===== config.mk =====
export PLATFORM = sky130hd
export DESIGN_NAME = insn_decode_seq
export DESIGN_NICKNAME = d
export VERILOG_FILES = /design/src/rtl/idq_pkg.sv /design/src/rtl/idq_full_dec.sv /design/src/rtl/idq_half_dec.sv /design/src/rtl/idq_cond_eval.sv /design/src/rtl/idq_issue_seq.sv /design/src/rtl/insn_decode_seq.sv
export SDC_FILE = /design/constraint.sdc
export NUM_CORES = 1
export LEC_CHECK = 0
export BUFFER_PORTS_ARGS = -buffer_cell sky130_fd_sc_hd__buf_4
export CORE_MARGIN = 3
export CORE_UTILIZATION = 42
export CTS_CLUSTER_DIAMETER = 60
export DETAILED_ROUTE_END_ITERATION = 10
export PLACE_DENSITY = 0.95
export SETUP_SLACK_MARGIN = 0.4
export SYNTH_ARGS = -nofsm -noshare
export SYNTH_HDL_FRONTEND = slang
export SYNTH_SLANG_ARGS = --single-unit

===== constraint.sdc =====
create_clock -name clk -period 4.59 [get_ports clk]
set_clock_uncertainty 0.05 [all_clocks]
set_input_delay 0.2295 -clock clk [delete_from_list [all_inputs] [get_ports clk]]
set_output_delay 0.2295 -clock clk [all_outputs]
set_load 0.05 [all_outputs]

===== src/rtl/idq_pkg.sv =====
package idq_pkg;
  localparam int WORD_W = 32;
  localparam int XW     = 32;
  localparam int RW     = 4;
  localparam int OPW    = 5;
  localparam int CW     = 3;
  localparam int HW     = 15;

  localparam logic [OPW-1:0] OPC_SUB  = 5'b00000;
  localparam logic [OPW-1:0] OPC_AND  = 5'b00001;
  localparam logic [OPW-1:0] OPC_ADD  = 5'b00010;
  localparam logic [OPW-1:0] OPC_MOV  = 5'b01101;
  localparam logic [OPW-1:0] OPC_CMP  = 5'b10000;
  localparam logic [OPW-1:0] OPC_LW   = 5'b10010;
  localparam logic [OPW-1:0] OPC_SW   = 5'b10011;
  localparam logic [OPW-1:0] OPC_LDI  = 5'b11000;
  localparam logic [OPW-1:0] OPC_RSV  = 5'b11001;
  localparam logic [OPW-1:0] OPC_FPA  = 5'b11010;
  localparam logic [OPW-1:0] OPC_FPB  = 5'b11011;
  localparam logic [OPW-1:0] OPC_SIM  = 5'b11110;
  localparam logic [OPW-1:0] OPC_NOOP = 5'b11111;

  typedef struct packed {
    logic [OPW-1:0] op;
    logic [RW-1:0]  dst;
    logic [CW-1:0]  cond;
    logic           breg_en;
    logic [RW-1:0]  breg;
    logic [XW-1:0]  imm;
    logic           fp;
    logic           sim;
    logic           noop;
    logic           probe;
    logic           illegal;
  } dec_t;
endpackage


===== src/rtl/idq_full_dec.sv =====
module idq_full_dec
  import idq_pkg::*;
#(
  parameter bit FPU_EN = 1'b0
) (
  input  logic [WORD_W-2:0] word_i,
  input  logic              sim_present_i,
  output dec_t              dec_o
);
  logic [OPW-1:0] opc;
  logic           top_grp;

  assign opc     = word_i[26:22];
  assign top_grp = (opc[4:3] == 2'b11) && (opc[2:1] != 2'b00);

  always_comb begin
    dec_o      = '0;
    dec_o.dst  = word_i[30:27];
    dec_o.op   = opc;
    dec_o.cond = word_i[21:19];
    if (word_i[18]) begin
      dec_o.breg_en = 1'b1;
      dec_o.breg    = word_i[17:14];
      dec_o.imm     = {{(XW-14){word_i[13]}}, word_i[13:0]};
    end else begin
      dec_o.imm     = {{(XW-18){word_i[17]}}, word_i[17:0]};
    end
    if (FPU_EN) begin
      dec_o.fp = top_grp;
    end else begin
      dec_o.sim     = (opc == OPC_SIM);
      dec_o.noop    = (opc == OPC_NOOP);
      dec_o.illegal = (opc == OPC_FPA) || (opc == OPC_FPB);
    end
    if (opc == OPC_RSV)
      dec_o.illegal = 1'b1;
    if (dec_o.sim && !sim_present_i)
      dec_o.illegal = 1'b1;
    dec_o.probe = dec_o.sim && (word_i[18:0] == '0);
  end
endmodule


===== src/rtl/idq_half_dec.sv =====
module idq_half_dec
  import idq_pkg::*;
#(
  parameter int SP_REG = 13
) (
  input  logic [HW-1:0] half_i,
  output dec_t          dec_o
);
  localparam logic [RW-1:0] SP_ID = RW'(SP_REG);

  logic [2:0] cop;
  logic       is_mem;

  assign cop    = half_i[10:8];
  assign is_mem = (cop == 3'b100) || (cop == 3'b101);

  always_comb begin
    dec_o     = '0;
    dec_o.dst = half_i[14:11];
    unique case (cop)
      3'b000:  dec_o.op = OPC_SUB;
      3'b001:  dec_o.op = OPC_AND;
      3'b010:  dec_o.op = OPC_ADD;
      3'b011:  dec_o.op = OPC_CMP;
      3'b100:  dec_o.op = OPC_LW;
      3'b101:  dec_o.op = OPC_SW;
      3'b110:  dec_o.op = OPC_LDI;
      default: dec_o.op = OPC_MOV;
    endcase
    if (cop == 3'b110) begin
      dec_o.imm = {{(XW-8){half_i[7]}}, half_i[7:0]};
    end else if (half_i[7]) begin
      dec_o.breg_en = 1'b1;
      dec_o.breg    = half_i[6:3];
      dec_o.imm     = {{(XW-3){half_i[2]}}, half_i[2:0]};
    end else begin
      dec_o.imm = {{(XW-7){half_i[6]}}, half_i[6:0]};
      if (is_mem) begin
        dec_o.breg_en = 1'b1;
        dec_o.breg    = SP_ID;
      end
    end
  end
endmodule


===== src/rtl/idq_cond_eval.sv =====
module idq_cond_eval
  import idq_pkg::*;
(
  input  logic [CW-1:0] cond_i,
  input  logic [3:0]    flags_i,
  output logic          taken_o
);
  logic fz, fc, fv, fn, lt;

  assign fz = flags_i[0];
  assign fc = flags_i[1];
  assign fv = flags_i[2];
  assign fn = flags_i[3];
  assign lt = fn ^ fv;

  always_comb begin
    unique case (cond_i)
      3'b000:  taken_o = 1'b1;
      3'b001:  taken_o = lt;
      3'b010:  taken_o = fz;
      3'b011:  taken_o = !fz;
      3'b100:  taken_o = !fz && !lt;
      3'b101:  taken_o = !lt;
      3'b110:  taken_o = fc;
      default: taken_o = fv;
    endcase
  end
endmodule


===== src/rtl/idq_issue_seq.sv =====
module idq_issue_seq (
  input  logic clk,
  input  logic rst_n,
  input  logic flush_i,
  input  logic in_valid_i,
  input  logic packed_i,
  input  logic out_ready_i,
  output logic live_o,
  output logic pend_o,
  output logic in_ready_o
);
  logic meta_q, live_q;
  logic pend_q, pend_d, pend_en, fire;

  always_ff @(posedge clk or negedge rst_n) begin
    if (!rst_n) begin
      meta_q <= 1'b0;
      live_q <= 1'b0;
    end else begin
      meta_q <= 1'b1;
      live_q <= meta_q;
    end
  end

  always_comb begin
    fire    = live_q && in_valid_i && out_ready_i && !flush_i;
    pend_en = flush_i || !live_q || (fire && packed_i);
    pend_d  = (flush_i || !live_q) ? 1'b0 : !pend_q;
  end

  always_ff @(posedge clk or negedge rst_n) begin
    if (!rst_n)
      pend_q <= 1'b0;
    else if (pend_en)
      pend_q <= pend_d;
  end

  assign live_o     = live_q;
  assign pend_o     = pend_q;
  assign in_ready_o = live_q && (flush_i || (out_ready_i && (!packed_i || pend_q)));
endmodule


===== src/rtl/insn_decode_seq.sv =====
module insn_decode_seq
  import idq_pkg::*;
#(
  parameter bit FPU_EN = 1'b0,
  parameter int SP_REG = 13
) (
  input  logic              clk,
  input  logic              rst_n,
  input  logic              flush_i,
  input  logic              in_valid_i,
  input  logic [WORD_W-1:0] in_word_i,
  output logic              in_ready_o,
  input  logic [3:0]        flags_i,
  input  logic              sim_present_i,
  output logic              out_valid_o,
  input  logic              out_ready_i,
  output logic              compressed_o,
  output logic              second_o,
  output logic [OPW-1:0]    op_o,
  output logic [RW-1:0]     dst_o,
  output logic [CW-1:0]     cond_o,
  output logic              breg_en_o,
  output logic [RW-1:0]     breg_o,
  output logic [XW-1:0]     imm_o,
  output logic              will_exec_o,
  output logic              fp_o,
  output logic              sim_o,
  output logic              noop_o,
  output logic              sim_probe_o,
  output logic              illegal_o
);
  localparam int NHALF = 2;
  localparam int HSTEP = WORD_W / NHALF;

  logic seq_live, half_pend, packed_w, taken;
  dec_t full_dec, cur;
  dec_t half_dec [NHALF];

  assign packed_w = in_word_i[WORD_W-1];

  idq_issue_seq u_seq (
    .clk        (clk),
    .rst_n      (rst_n),
    .flush_i    (flush_i),
    .in_valid_i (in_valid_i),
    .packed_i   (packed_w),
    .out_ready_i(out_ready_i),
    .live_o     (seq_live),
    .pend_o     (half_pend),
    .in_ready_o (in_ready_o)
  );

  idq_full_dec #(.FPU_EN(FPU_EN)) u_full (
    .word_i       (in_word_i[WORD_W-2:0]),
    .sim_present_i(sim_present_i),
    .dec_o        (full_dec)
  );

  for (genvar gi = 0; gi < NHALF; gi++) begin : g_half
    idq_half_dec #(.SP_REG(SP_REG)) u_half (
      .half_i(in_word_i[(NHALF-1-gi)*HSTEP +: HW]),
      .dec_o (half_dec[gi])
    );
  end

  always_comb begin
    if (!packed_w) begin
      cur = full_dec;
    end else begin
      cur         = half_pend ? half_dec[1] : half_dec[0];
      cur.illegal = cur.illegal | in_word_i[HW];
    end
  end

  idq_cond_eval u_cond (
    .cond_i (cur.cond),
    .flags_i(flags_i),
    .taken_o(taken)
  );

  assign out_valid_o  = seq_live && in_valid_i && !flush_i;
  assign compressed_o = packed_w;
  assign second_o     = packed_w && half_pend;
  assign op_o         = cur.op;
  assign dst_o        = cur.dst;
  assign cond_o       = cur.cond;
  assign breg_en_o    = cur.breg_en;
  assign breg_o       = cur.breg;
  assign imm_o        = cur.imm;
  assign will_exec_o  = taken && !cur.illegal && !cur.noop;
  assign fp_o         = cur.fp;
  assign sim_o        = cur.sim;
  assign noop_o       = cur.noop;
  assign sim_probe_o  = cur.probe;
  assign illegal_o    = cur.illegal;
endmodule


==> metrics.cfg, run 1 <==
[yosys]
async_flop_share=1.00
synth_flop_cell=dfrtp_1
synth_xor_area_frac=0.0217
synthMuxAreaShare=0.0516
synthesis.area_um2=1210
synth_top_family_by_area=simple AND/OR/NAND/NOR gates
synth_nets=242
synthSimpleGateAreaFrac=0.389
yosysSeqAreaShare=0.0619
syn_inst=200
synth_most_common_cell=nand2_1
synth_edf_count=0
synth_seq_cells=3
syn_avg_cell_area_um2=6.06
synth_commonest_cells=nand2_1, o21ai_0, buf_4
yosys_warnings=0
synth.area.top_cells=nand2_1, buf_4, o21ai_0
synth_compound_area_frac=0.278
yosys.area.top_type_share=0.108
synth.distinct_cells=42
yosys.area_share.adder=0
yosys.area.top_type=nand2_1

[final_layout]
fin_cells=307
multiInputGateArea_um2=905
drive_gt1_frac=0.394
register_area_um2=75.1
fillCellCount=243
areaGrowthSynthToFinish_pct=53.1
antenna_cells=0
final_nets=320

[sta]
layout_setup_ws_ns=1.99
clock.fmax_mhz=385
setup_tns_ns=0
min_period_ns=2.60
setup_viol=0
rsz0062_at_grt=no
slew_headroom=0.615
finalHoldViolCount=0
tightestPinTransition_ns=0.577
post-route-period-util=0.566
drv_slew=0

[detailed_routing]
met2WireLength_um=2240
first_pass_iters=4
route.detailed.drc=0
maxUsedRoutingLayer=met4
ant_nets=0
post_drt_wl_per_cell_um=14.7
drtIter0Drc=86
routed_wl_um=4520
vias=1723
vias_per_cell=5.61
wl_met1_um=1700
dr_wl_met3_um=492

[placed_design]
place_congestion=0.946
pre_cts_ws_ns=2.28
dpl.hpwl_um=3630
io_buffers=99
post-place-cells=302

[floorplanning]
start_util=0.464
die_y_um=59.7
die_area_um2=3570
core_area_um2=2610
rows=18
io_pins=101
die_w_um=59.7

[global_routing]
antenna_found_initial=0
grt_usage=0.244
grt_max_degree=33
grt_pass1_wl_um=6940
overflow=0
grt_pass1_vias=1475

[clocking]
h-tree-depth=1
clk_latency_ns=0.23
post_cts_buffers=0
cts_tree=built
hold_buffers=1
numCtsBuffers=3
cts_root_buf=clkbuf_4
ctsLongestPathBuffers=2
clkSinkCount=3
cts_resized=0
clk_pin_slew_ns=0.04

[worst_setup_path]
cp-end-kind=primary output
critPathLaunchType=register
path_max_fanout=16
worstPathRequired_ns=4.31
critical_path_class=reg2out
crit_arrival_ns=2.32

[power_and_ir_drop]
p_switching_uw=263
p_seq_frac=0.067
p_leak_nw=0.943
p_clk_frac=0.104
p_int_uw=172
peakVddDrop_mv=0.226
combPwrFrac=0.830
power_uw=434
switching_share=0.605
power_density_nw_per_um2=234

[outcome]
status=finished, final reports clean

[flow_run]
max-cap-violations=0

[min_path]
hold_class=in2reg

stage by stage:
stage / hold slack, ns / cell area [µm²] / utilization
global placement: -0.0309 / 1820 / 0.697
finish: 0.130 / 1860 / 0.711
floorplan: -0.116 / 1210 / -
detailed placement: -0.0287 / 1820 / 0.697
CTS: 0.122 / 1860 / 0.711
global route: 0.123 / 1860 / 0.711
worst max-delay path: stages (launching register included):
cell and delay [ns]:
dfrtp_1 0.60, nor2b_1 0.25, a31o_2 0.29, a22oi_2 0.39, o21ai_0 0.15, buf_4 0.21, buf_4 0.20
path summary, 6_finish.rpt:
check | start | cells after the start | slack [ns] | to
worst max-delay path | u_seq.pend_o | 6 | 1.99 | imm_o[30]
worst min-delay path | flush_i | 2 | 0.13 | u_seq.pend_o
worst max register to register | u_seq.pend_o | 3 | 3.32 | u_seq.pend_o
worst min register to register | u_seq.meta_q | 0 | 0.29 | u_seq.live_o
max in group asynchronous | rst_n | 2 | 4.11 | u_seq.meta_q
min in group asynchronous | rst_n | 2 | 0.28 | u_seq.pend_o
layout by cell type (no fill, tap or decap), drive strengths merged, types with 4 or more instances in the layout:
cell type,count
mux2i,4
nor2b,11
nand2,35
a31oi,8
nor3,4
nand3,8
o21ai,22
nand3b,4
inv,14
nor2,14
buf,100
o22ai,4
o221ai,4
clkbuf,4
state kept, by name, indices dropped and copies added, names as in the netlist:
| signal | count |
|---|---|
| u_seq.pend_o | 1 |
| u_seq.live_o | 1 |
| u_seq.meta_q | 1 |
area by class of cell:
| class | instances | area share |
|---|---|---|
| multi-input cells | 155 | 0.487 |
| repair buffers | 101 | 0.410 |
| flip-flops and latches | 3 | 0.0404 |
| inverters | 14 | 0.0283 |
| well taps | 30 | 0.0202 |
| clock buffers | 4 | 0.0142 |
logic make-up (layout without fill, tap and decap cells):
logic type             Yosys count  after routing
flip-flops                       3              3
AND/OR/NAND/NOR                 92             92
AO/OA/AOI/OAI                   52             52
multiplexers                     6              6
XOR/XNOR                         3              3
other                            2              2
buffers and inverters           42            119
per-layer routing:
metal  vias to the layer above  GRT usage
met5                         -          0
met4                         0     0.0854
met3                        12     0.0410
met2                        96      0.423
met1                       773      0.301
li1                        842          -
power by group through the flow:
stage | logic, mW | registers (mW) | clock network [mW]
2_1_floorplan | 0.261 | 0.0285 | 0
6_report | 0.360 | 0.0290 | 0.0450
4_1_cts | 0.360 | 0.0290 | 0.0470
3_5_place_dp | 0.359 | 0.0293 | 0
3_3_place_gp | 0.354 | 0.0292 | 0
5_1_grt | 0.378 | 0.0290 | 0.0498
(Power assumes the default switching activity.)
==> run 2, diff against run 1 <==
CORE_UTILIZATION = 39   (was 42)
PLACE_DENSITY = 0.9   (was 0.95)
clock period = 2.45 ns   (was 4.59 ns; I/O delays follow)
==> run 2 against run 1 <==
  * Die area up 6.9%
  * Setup slack worse by 1.6 ns
  * Non-clock buffer count up 4
  * Critical path depth unchanged
  * Clock power up 96%
  * Cell count up 1.6%
  * Global-route usage down 2.4 points
  * Highest routed layer unchanged
  * Hold slack worse by 0.12 ns
  * Combinational power up 92%
  * Via count up 1.9%
  * Largest cell class unchanged
  * Sequential power up 83%
  * Total power up 91%
==> metrics.cfg, run 2 (synthesis results as in run 1) <==
[clocking]
numCtsBuffers=3  ; unchanged
cts_tree=built  ; unchanged
cts_root_buf=clkbuf_4  ; unchanged
clk_pin_slew_ns=0.04  ; about the same
ctsLongestPathBuffers=2  ; unchanged
clk_latency_ns=0.23  ; about the same
clkSinkCount=3  ; unchanged
h-tree-depth=1  ; unchanged

[worst_setup_path]
reg2reg_to=u_seq.pend_o  ; unchanged
crit_arrival_ns=1.84  ; was 2.32 ns
reg2regPathDepth=4  ; was 3
cpMaxStageDelayCell=dfrtp_1  ; unchanged
path_max_fanout=14  ; was 16
ff2ff_setup_slack_ns=1.27  ; was 3.32 ns
critPathLaunchType=register  ; unchanged
cp-end-kind=primary output  ; unchanged
critical_path_class=reg2out  ; unchanged
path_cells=buf_4 > inv_1 > nand2_1 > a31oi_1 > a221oi_2 > buf_4  ; was nor2b_1 > a31o_2 > a22oi_2 > o21ai_0 > buf_4 > buf_4
cp_num_buf_inv=3  ; was 2
worstPathRequired_ns=2.28  ; was 4.31 ns
cpPeakStageDelay_ns=0.40  ; was 0.60 ns
reg2reg_from=u_seq.pend_o  ; unchanged
cpMostUsedCell=buf_4  ; unchanged
crit_family=buffers and inverters  ; was compound AO/OA/AOI/OAI gates
worstSetupPathDepth=6  ; unchanged

[floorplanning]
die_y_um=61.8  ; was 59.7 µm
start_util=0.425  ; was 0.464
core_area_um2=2850  ; was 2610 µm²
rows=19  ; was 18
die_area_um2=3810  ; was 3570 µm²
die_w_um=61.8  ; was 59.7 µm
io_pins=101  ; unchanged

[global_routing]
grt_usage=0.220  ; was 0.244
grt_pass1_vias=1529  ; was 1475
grt_pass1_wl_um=6500  ; was 6940 µm
grt_max_degree=33  ; unchanged
overflow=0  ; unchanged
antenna_found_initial=0  ; unchanged

[detailed_routing]
route.detailed.drc=0  ; unchanged
vias_per_cell=5.63  ; was 5.61
drtIter0Drc=108  ; was 86
vias=1755  ; was 1723
post_drt_wl_per_cell_um=14.7  ; about the same
routed_wl_um=4570  ; was 4520 µm
first_pass_iters=4  ; unchanged
ant_nets=0  ; unchanged

[final_layout]
drive_gt1_frac=0.431  ; was 0.394
register_area_um2=75.1  ; unchanged
final_common_cell=buf_4  ; unchanged
final_cell_mix=buf_4, nand2_1, o21ai_0  ; unchanged
final_core_util=0.681  ; was 0.711
multiInputGateArea_um2=958  ; was 905 µm²
fillCellCount=273  ; was 243
fin_area_um2=1940  ; was 1860 µm²
areaGrowthSynthToFinish_pct=60.2  ; was 53.1%
final_nets=324  ; was 320
antenna_cells=0  ; unchanged

[sta]
finalHoldViolCount=0  ; unchanged
drv_slew=0  ; unchanged
setup_tns_ns=0  ; unchanged
post-route-period-util=0.823
layout_setup_ws_ns=0.433  ; was 1.99 ns
slew_headroom=0.626  ; was 0.615
clock.fmax_mhz=496
setup_viol=0  ; unchanged
fin_hold_ws_ns=0.00890  ; was 0.130 ns
rsz0062_at_grt=no  ; unchanged
min_period_ns=2.02
tightestPinTransition_ns=0.554  ; was 0.577 ns

[placed_design]
pre_cts_ws_ns=0.547  ; was 2.28 ns
dpl.hpwl_um=3620  ; was 3630 µm
placed_area_um2=1890  ; was 1820 µm²
io_buffers=99  ; unchanged
place_congestion=0.959  ; was 0.946

[power_and_ir_drop]
peakVddDrop_mv=0.243  ; was 0.226 mV
power_density_nw_per_um2=428  ; was 234 nW/µm²
p_leak_nw=0.986  ; was 0.943 nW

[flow_run]
max-cap-violations=0  ; unchanged

[min_path]
worst_hold_path.endpoint=u_seq.pend_o  ; unchanged
min_from=flush_i  ; unchanged
hold_class=in2reg  ; unchanged
whs_path_depth=2  ; unchanged

[outcome]
status=finished, final reports clean  ; unchanged

==> run 2: cell types whose count changed in the layout (fill, tap and decap cells not counted), moves of 2 or more <==
cell,change
a221oi_2,+2
a221oi_1,-2
buf_4,+4
o21ai_0,-2
==> run 2: timing repair <==
| action | in CTS | in global routing |
|---|---|---|
| gates resized for setup | 0 | 0 |
| buffers inserted | 2 | 0 |
| hold buffers | 1 | 0 |
| hold endpoints to repair | 3 | 0 |
| setup endpoints to repair | 15 | 0 |
==> run 2: layout make-up <==
type,count,area share
Multi-Input combinational cell,155,0.494
Timing Repair Buffer,105,0.407
Sequential cell,3,0.0387
Inverter,14,0.0271
Tap cell,31,0.0200
Clock buffer,4,0.0135
==> run 2: worst max-delay path by stage <==
stage | slack [ns] | end | startpoint
2_1_floorplan | 0.08 | will_exec_o | in_word_i[26]
3_3_place_gp | 0.60 | imm_o[17] | in_word_i[24]
3_5_place_dp | 0.55 | imm_o[17] | in_word_i[24]
4_1_cts | 0.48 | imm_o[5] | u_seq.pend_o
5_1_grt | 0.43 | imm_o[6] | u_seq.pend_o
6_report | 0.43 | imm_o[5] | u_seq.pend_o
==> run 2: routing by layer <==
layer,global-route usage,share of wire,vias up
met5,0,0,-
met3,0.0248,0.13,4
met2,0.416,0.49,120
met1,0.260,0.37,776
li1,-,-,855
met4,0.0576,0.0083,0
==> run 2: report_power, final <==
| group | total, mW | internal, mW | switching (mW) |
|---|---|---|---|
| Clock | 0.0881 | 0.0611 | 0.0269 |
| Combinational | 0.690 | 0.217 | 0.473 |
| Sequential | 0.0531 | 0.0519 | 0.00120 |
| Total | 0.831 | 0.330 | 0.501 |
==> run 2: per-stage QoR <==
step	power, mW	instances
final	0.831	312
after global routing	0.875	312
after CTS	0.835	312
after detailed placement	0.736	305
after global placement	0.731	305
after floorplan	0.553	200
